`src/rtl/evtBankPkg.sv`:
```
`timescale 1ns/1ps
package evtBankPkg;
  localparam int CNT_W   = 32;
  localparam int CYC_W   = 64;
  localparam int TYPE_W  = 10;
  localparam int ADDR_W  = 7;
  localparam int DATA_W  = 64;
  localparam int MASK_W  = 32;
  localparam int PAIR_W  = MASK_W / 2;
  localparam int CYC_IDX = 31;

  localparam logic [ADDR_W-1:0] ADDR_CYC    = 7'h1F;
  localparam logic [ADDR_W-1:0] ADDR_TYPE   = 7'h20;
  localparam logic [ADDR_W-1:0] ADDR_CTRL   = 7'h40;
  localparam logic [ADDR_W-1:0] ADDR_ENSET  = 7'h41;
  localparam logic [ADDR_W-1:0] ADDR_ENCLR  = 7'h42;
  localparam logic [ADDR_W-1:0] ADDR_OVFSET = 7'h43;
  localparam logic [ADDR_W-1:0] ADDR_OVFCLR = 7'h44;
  localparam logic [ADDR_W-1:0] ADDR_SWINC  = 7'h45;

  localparam int CTL_EN  = 0;
  localparam int CTL_PCLR = 1;
  localparam int CTL_CCLR = 2;
  localparam int CTL_LONG = 6;

  localparam logic [TYPE_W-1:0] TYPE_SWINC = 10'h000;
  localparam logic [TYPE_W-1:0] TYPE_CHAIN = 10'h01E;

  typedef struct packed {
    logic [MASK_W-1:0] cntWr;
    logic              cycWr;
    logic [DATA_W-1:0] wrData;
    logic              clrEvt;
    logic              clrCyc;
    logic [MASK_W-1:0] ovfSet;
    logic [MASK_W-1:0] ovfClr;
    logic [MASK_W-1:0] incVec;
    logic              cycInc;
    logic              longCyc;
    logic [PAIR_W-1:0] pairChain;
  } strobe_t;
endpackage

```
`src/rtl/evtBankCtrl.sv`:
```
`timescale 1ns/1ps
module evtBankCtrl
  import evtBankPkg::*;
#(
  parameter int NUM_EVT = 6
) (
  input  logic                  clk,
  input  logic                  rstN,
  input  logic                  wrEn,
  input  logic [ADDR_W-1:0]     wrAddr,
  input  logic [DATA_W-1:0]     wrData,
  input  logic [NUM_EVT-1:0]    evtPulse,
  output strobe_t               strb,
  output logic [MASK_W-1:0]     enReg,
  output logic                  globalEn,
  output logic                  longCyc,
  output logic [TYPE_W-1:0]     evtType [NUM_EVT]
);
  localparam logic [MASK_W-1:0] VALID =
    ((MASK_W'(1) << NUM_EVT) - MASK_W'(1)) | (MASK_W'(1) << CYC_IDX);
  localparam int NUM_PAIR = NUM_EVT / 2;

  logic hitCtrl, hitEnSet, hitEnClr, hitSwinc;
  assign hitCtrl  = wrEn && (wrAddr == ADDR_CTRL);
  assign hitEnSet = wrEn && (wrAddr == ADDR_ENSET);
  assign hitEnClr = wrEn && (wrAddr == ADDR_ENCLR);
  assign hitSwinc = wrEn && (wrAddr == ADDR_SWINC);

  always_ff @(posedge clk or negedge rstN) begin
    if (!rstN) begin
      globalEn <= 1'b0;
      longCyc  <= 1'b0;
      enReg    <= '0;
    end else begin
      if (hitCtrl) begin
        globalEn <= wrData[CTL_EN];
        longCyc  <= wrData[CTL_LONG];
      end
      if (hitEnSet) enReg <= enReg | (wrData[MASK_W-1:0] & VALID);
      else if (hitEnClr) enReg <= enReg & ~wrData[MASK_W-1:0];
    end
  end

  for (genvar g = 0; g < NUM_EVT; g++) begin : gType
    always_ff @(posedge clk or negedge rstN) begin
      if (!rstN) evtType[g] <= '0;
      else if (wrEn && (wrAddr == ADDR_TYPE + ADDR_W'(g))) evtType[g] <= wrData[TYPE_W-1:0];
    end
  end

  always_comb begin
    strb         = '0;
    strb.wrData  = wrData;
    strb.cycWr   = wrEn && (wrAddr == ADDR_CYC);
    strb.clrEvt  = hitCtrl && wrData[CTL_PCLR];
    strb.clrCyc  = hitCtrl && wrData[CTL_CCLR];
    strb.ovfSet  = (wrEn && wrAddr == ADDR_OVFSET) ? (wrData[MASK_W-1:0] & VALID) : '0;
    strb.ovfClr  = (wrEn && wrAddr == ADDR_OVFCLR) ? wrData[MASK_W-1:0] : '0;
    strb.cycInc  = globalEn && enReg[CYC_IDX];
    strb.longCyc = longCyc;
    for (int p = 0; p < NUM_PAIR; p++)
      strb.pairChain[p] = (evtType[2*p+1] == TYPE_CHAIN);
    for (int i = 0; i < NUM_EVT; i++) begin
      logic isSw, oddChained;
      isSw       = (evtType[i] == TYPE_SWINC);
      oddChained = (i % 2 == 1) && strb.pairChain[i/2];
      strb.cntWr[i]  = wrEn && (wrAddr == ADDR_W'(i));
      strb.incVec[i] = !oddChained &&
        ((globalEn && enReg[i] && evtPulse[i] && !isSw) ||
         (hitSwinc && wrData[i] && isSw && enReg[i]));
    end
  end

  // enable set and clear act bitwise on the written ones only
  p_en_set_r9: assert property (@(posedge clk) disable iff (!rstN)
    hitEnSet |=> ((enReg & $past(wrData[MASK_W-1:0] & VALID)) == $past(wrData[MASK_W-1:0] & VALID)));
  p_en_clr_r9: assert property (@(posedge clk) disable iff (!rstN)
    hitEnClr |=> ((enReg & $past(wrData[MASK_W-1:0])) == '0));
  p_en_valid_r9: assert property (@(posedge clk) disable iff (!rstN)
    (enReg & ~VALID) == '0);
endmodule

```
`src/rtl/evtBankDatapath.sv`:
```
`timescale 1ns/1ps
module evtBankDatapath
  import evtBankPkg::*;
#(
  parameter int NUM_EVT = 6
) (
  input  logic              clk,
  input  logic              rstN,
  input  strobe_t           strb,
  output logic [CNT_W-1:0]  cnt [NUM_EVT],
  output logic [CYC_W-1:0]  cyc,
  output logic [MASK_W-1:0] ovf
);
  localparam logic [MASK_W-1:0] VALID =
    ((MASK_W'(1) << NUM_EVT) - MASK_W'(1)) | (MASK_W'(1) << CYC_IDX);
  localparam int NUM_PAIR = NUM_EVT / 2;
  localparam int LAST     = NUM_EVT - 1;

  logic [CNT_W-1:0]  nxtCnt [NUM_EVT];
  logic [CYC_W-1:0]  nxtCyc;
  logic [MASK_W-1:0] wrapHit;
  logic              unusedStrb;
  assign unusedStrb = ^{strb.pairChain, strb.incVec, strb.cntWr};

  always_comb begin
    wrapHit = '0;
    for (int i = 0; i < NUM_EVT; i++) nxtCnt[i] = cnt[i];
    for (int p = 0; p < NUM_PAIR; p++) begin
      if (strb.pairChain[p]) begin
        {nxtCnt[2*p+1], nxtCnt[2*p]} = {cnt[2*p+1], cnt[2*p]} + 64'(strb.incVec[2*p]);
        wrapHit[2*p+1] = strb.incVec[2*p] && (&cnt[2*p+1]) && (&cnt[2*p]);
      end else begin
        nxtCnt[2*p]     = cnt[2*p] + CNT_W'(strb.incVec[2*p]);
        wrapHit[2*p]    = strb.incVec[2*p] && (&cnt[2*p]);
        nxtCnt[2*p+1]   = cnt[2*p+1] + CNT_W'(strb.incVec[2*p+1]);
        wrapHit[2*p+1]  = strb.incVec[2*p+1] && (&cnt[2*p+1]);
      end
    end
    if (NUM_EVT % 2 == 1) begin
      nxtCnt[LAST]  = cnt[LAST] + CNT_W'(strb.incVec[LAST]);
      wrapHit[LAST] = strb.incVec[LAST] && (&cnt[LAST]);
    end
    for (int i = 0; i < NUM_EVT; i++) begin
      if (strb.clrEvt) begin
        nxtCnt[i]  = '0;
        wrapHit[i] = 1'b0;
      end
      if (strb.cntWr[i]) begin
        nxtCnt[i]  = strb.wrData[CNT_W-1:0];
        wrapHit[i] = 1'b0;
      end
    end
    nxtCyc = cyc + CYC_W'(strb.cycInc);
    wrapHit[CYC_IDX] = strb.cycInc && (strb.longCyc ? (&cyc) : (&cyc[CNT_W-1:0]));
    if (strb.clrCyc) begin
      nxtCyc = '0;
      wrapHit[CYC_IDX] = 1'b0;
    end
    if (strb.cycWr) begin
      nxtCyc = strb.wrData;
      wrapHit[CYC_IDX] = 1'b0;
    end
  end

  always_ff @(posedge clk or negedge rstN) begin
    if (!rstN) begin
      for (int i = 0; i < NUM_EVT; i++) cnt[i] <= '0;
      cyc <= '0;
      ovf <= '0;
    end else begin
      for (int i = 0; i < NUM_EVT; i++) cnt[i] <= nxtCnt[i];
      cyc <= nxtCyc;
      ovf <= ((ovf & ~strb.ovfClr) | strb.ovfSet | wrapHit) & VALID;
    end
  end

  // bulk clears take effect on the next edge
  p_pclr_r7: assert property (@(posedge clk) disable iff (!rstN)
    strb.clrEvt && !strb.cntWr[0] |=> cnt[0] == '0);
  p_cclr_r7: assert property (@(posedge clk) disable iff (!rstN)
    strb.clrCyc && !strb.cycWr |=> cyc == '0);
  // an unchained counter at all-ones wraps to zero and flags overflow
  p_wrap_r3: assert property (@(posedge clk) disable iff (!rstN)
    strb.incVec[0] && !strb.pairChain[0] && (&cnt[0]) && !strb.cntWr[0] && !strb.clrEvt
    |=> cnt[0] == '0 && ovf[0]);
  // an overflow flag only falls after a clear write to it
  p_ovf_fall_r10: assert property (@(posedge clk) disable iff (!rstN)
    (($past(ovf) & ~ovf & ~$past(strb.ovfClr)) == '0));
  // the cycle counter holds when not enabled, written or cleared
  p_cyc_hold_r6: assert property (@(posedge clk) disable iff (!rstN)
    !strb.cycInc && !strb.cycWr && !strb.clrCyc |=> $stable(cyc));
endmodule

```
`src/rtl/evtCounterBank.sv`:
```
`timescale 1ns/1ps
module evtCounterBank
  import evtBankPkg::*;
#(
  parameter int NUM_EVT = 6
) (
  input  logic               clk,
  input  logic               rstN,
  input  logic [NUM_EVT-1:0] evtPulse,
  input  logic               wrEn,
  input  logic [6:0]         wrAddr,
  input  logic [63:0]        wrData,
  input  logic [6:0]         rdAddr,
  output logic [63:0]        rdData
);
  strobe_t           strb;
  logic [MASK_W-1:0] enReg;
  logic [MASK_W-1:0] ovf;
  logic              globalEn, longCyc;
  logic [TYPE_W-1:0] evtType [NUM_EVT];
  logic [CNT_W-1:0]  cnt [NUM_EVT];
  logic [CYC_W-1:0]  cyc;

  evtBankCtrl #(.NUM_EVT(NUM_EVT)) uCtrl (
    .clk(clk), .rstN(rstN), .wrEn(wrEn), .wrAddr(wrAddr), .wrData(wrData),
    .evtPulse(evtPulse), .strb(strb), .enReg(enReg), .globalEn(globalEn),
    .longCyc(longCyc), .evtType(evtType)
  );

  evtBankDatapath #(.NUM_EVT(NUM_EVT)) uData (
    .clk(clk), .rstN(rstN), .strb(strb), .cnt(cnt), .cyc(cyc), .ovf(ovf)
  );

  always_comb begin
    rdData = '0;
    for (int i = 0; i < NUM_EVT; i++) begin
      if (rdAddr == ADDR_W'(i)) rdData = {32'h0, cnt[i]};
      if (rdAddr == ADDR_TYPE + ADDR_W'(i)) rdData = DATA_W'(evtType[i]);
    end
    case (rdAddr)
      ADDR_CYC:                 rdData = cyc;
      ADDR_CTRL:                rdData = DATA_W'({longCyc, 5'b0, globalEn});
      ADDR_ENSET, ADDR_ENCLR:   rdData = DATA_W'(enReg);
      ADDR_OVFSET, ADDR_OVFCLR: rdData = DATA_W'(ovf);
      default: ;
    endcase
  end
endmodule

```
`config.mk`:
```
export PLATFORM = sky130hd
export DESIGN_NAME = evtCounterBank
export DESIGN_NICKNAME = d
export VERILOG_FILES = /design/src/rtl/evtBankPkg.sv /design/src/rtl/evtBankCtrl.sv /design/src/rtl/evtBankDatapath.sv /design/src/rtl/evtCounterBank.sv
export SDC_FILE = /design/constraint.sdc
export NUM_CORES = 1
export LEC_CHECK = 0
export BUFFER_PORTS_ARGS = -buffer_cell sky130_fd_sc_hd__buf_2
export CAP_MARGIN = 10
export CORE_ASPECT_RATIO = 1.75
export CORE_MARGIN = 5
export CORE_UTILIZATION = 50
export DETAILED_ROUTE_END_ITERATION = 16
export HOLD_SLACK_MARGIN = 0.15
export PLACE_DENSITY = 0.79
export SYNTH_ARGS = -nofsm -noshare
export SYNTH_HDL_FRONTEND = slang
export SYNTH_HIERARCHICAL = 1
export SYNTH_SLANG_ARGS = --single-unit
```
`constraint.sdc`:
```
create_clock -name clk -period 3.52 [get_ports clk]
set_clock_uncertainty 0.1 [all_clocks]
set_input_delay 0 -clock clk [delete_from_list [all_inputs] [get_ports clk]]
set_output_delay 0 -clock clk [all_outputs]
set_load 0.02 [all_outputs]
```
==> metrics.cfg <==
[run_status]
outcome=finished, final reports clean

[logic_synthesis]
avgSynthCellArea_um2=8.73
synthCells=2713
yosys_warnings=6
netlist_area_mm2=0.0237

[floorplan]
die_w_um=175
io_pins=151
coreArea_mm2=0.0469
die_y_um=298
initial_core_util_pct=50.5
die_area_mm2=0.0520
num_rows=105

[worst_setup_path]
crit_fanout=10
endpoint_kind=register
r2r-end=uData/cnt[156]
reg2regPathDepth=14
critPathRequiredTime_ps=3850
r2r-start=uCtrl/evtType[46]
arrival_ps=3800
worstSetupPathType=reg -> reg
r2r_setup_slack_ps=50
start_kind=register

[finish]
areaGrowthSynthToFinish_pct=18.8
mostFrequentLayoutCells=nand2_1 (365), dfrtp_1 (357), o21ai_0 (247)
nNetsFinal=3056
drive_above_1_share_pct=18.1
fin_cells=3573
n_antenna_cell=0
final_util_pct=60.0
fill_cells=3909
final_common_cell=nand2_1

[route]
dr.pass1.iters=8
avgRoutedWirePerCell_um=28.4
drc=0
first_iter_violations=2583
ant_nets=0
via_per_inst=6.66
vias=23800
wl_um=101000

[grt]
grt_pass1_wl_um=149000
grt_pass1_vias=24100
grt_overflow=0
grt_max_degree=89
antenna_found_initial=0
grt_usage_pct=37.2

[cts]
cts_tree=built
cts_num_sinks=357
clockRootBuffer=clkbuf_16
htreeDepth=2
clkTransAtPathRegs_ps=60
cts_made_buffers=39
insertion_delay_ps=580
clock_path_buffers=3

[timing]
final_hold_viol_count=0
min_period_ps=3470
period_share_pct=98.5
rsz0062_at_grt=true
worst_pin_slew_ps=1240
setup_viol=0
final.setup.tns_ps=0
drv_slew=0
max_freq_mhz=288
relSlewSlack_pct=16.3

[power]
switching_share_pct=30.8
comb_power_share_pct=15.1
p_int_w=0.00781
power.share.clock_pct=39.4
power.switching_w=0.00347
power_density_mw_per_mm2=401
ir_drop_mv=0.397
pwr-share-seq_pct=45.4
cellLeakagePower_nw=11.2

[place]
dpl.hpwl_um=71100
gp_congestion=1.04
dp.cells=3362
port_buffers=150

[worst_hold_path]
holdPathStages=7
min_to=uData/cnt[128]
hold_path.class=in -> reg
hp-start=evtPulse[1]

[run]
drv_cap=0

-- registers in the layout, indices dropped and copies added, names as in the netlist, named ones only --
name	flops
uData/cnt	192
uData/cyc	64
uCtrl/evtType	60
uCtrl/enReg	25
uData/ovf	7
uCtrl/globalEn	1
uCtrl/longCyc	1
-- worst max-delay path by stage --
stage,start,endpoint,depth (start not counted)
6_report,uCtrl/evtType[46],uData/cnt[156],14
3_3_place_gp,uCtrl/evtType[40],uData/cnt[134],13
3_5_place_dp,uCtrl/evtType[40],uData/cnt[134],13
4_1_cts,uCtrl/evtType[41],uData/cnt[155],13
5_1_grt,uCtrl/evtType[2],uData/cnt[30],12
2_1_floorplan,uCtrl/evtType[40],uData/cnt[159],11
-- worst max-delay path, cell delays in order, from the launching register on --
cell,delay (ps)
dfrtp_1,380
or4_4,560
nor4_4,240
buf_4,150
mux2_2,350
nor2_4,170
ha_4,160
buf_4,110
ha_1,130
nor2b_2,180
a31oi_4,100
buf_12,200
nor3_1,250
xnor2_1,160
o21ai_1,90
-- power by group through the flow --
stage	registers [W]	logic (W)	clock network, W
CTS	0.00509	0.00162	0.00447
floorplan	0.00494	0.000988	0
detailed placement	0.00515	0.00149	0
global placement	0.00514	0.00145	0
finish	0.00512	0.00171	0.00445
global route	0.00517	0.00181	0.00462
-- stage by stage --
stage | hold WS, ps | cell area, um2 | power [W] | setup WS (ps)
final | 216 | 28100 | 0.0113 | 52.5
after global routing | 222 | 28100 | 0.0116 | -67.2
after CTS | 166 | 27800 | 0.0112 | 11.0
after detailed placement | 2.20 | 25000 | 0.00664 | -235
after global placement | -5.00 | 25000 | 0.00659 | -211
after floorplan | -396 | 23800 | 0.00593 | 188
-- layout make-up --
class | count | area [um2] | area share, %
multi-input cells | 2092 | 13700 | 48.7
clock buffers | 52 | 1090 | 3.89
flip-flops and latches | 357 | 8930 | 31.7
clock inverters | 19 | 270 | 0.960
repair buffers | 426 | 3250 | 11.5
inverters | 39 | 146 | 0.520
well taps | 588 | 736 | 2.61
-- routing by layer --
metal / share of wire, % / global-route usage, % / up-vias
li1: - / - / 10200
met1: 34 / 40.7 / 11600
met2: 47 / 61.3 / 1519
met3: 7.1 / 5.30 / 472
met4: 12 / 35.2 / 0
met5: 0 / 0 / -
-- timing repair --
action / CTS / global route
setup buffers: 3 / 8
resized for setup: 21 / 41
pin swaps: 3 / 20
setup endpoints to repair: 41 / 53
gates cloned: 0 / 1
hold buffers: 128 / 0
hold endpoints to repair: 714 / 0
(Power assumes the default switching activity.)
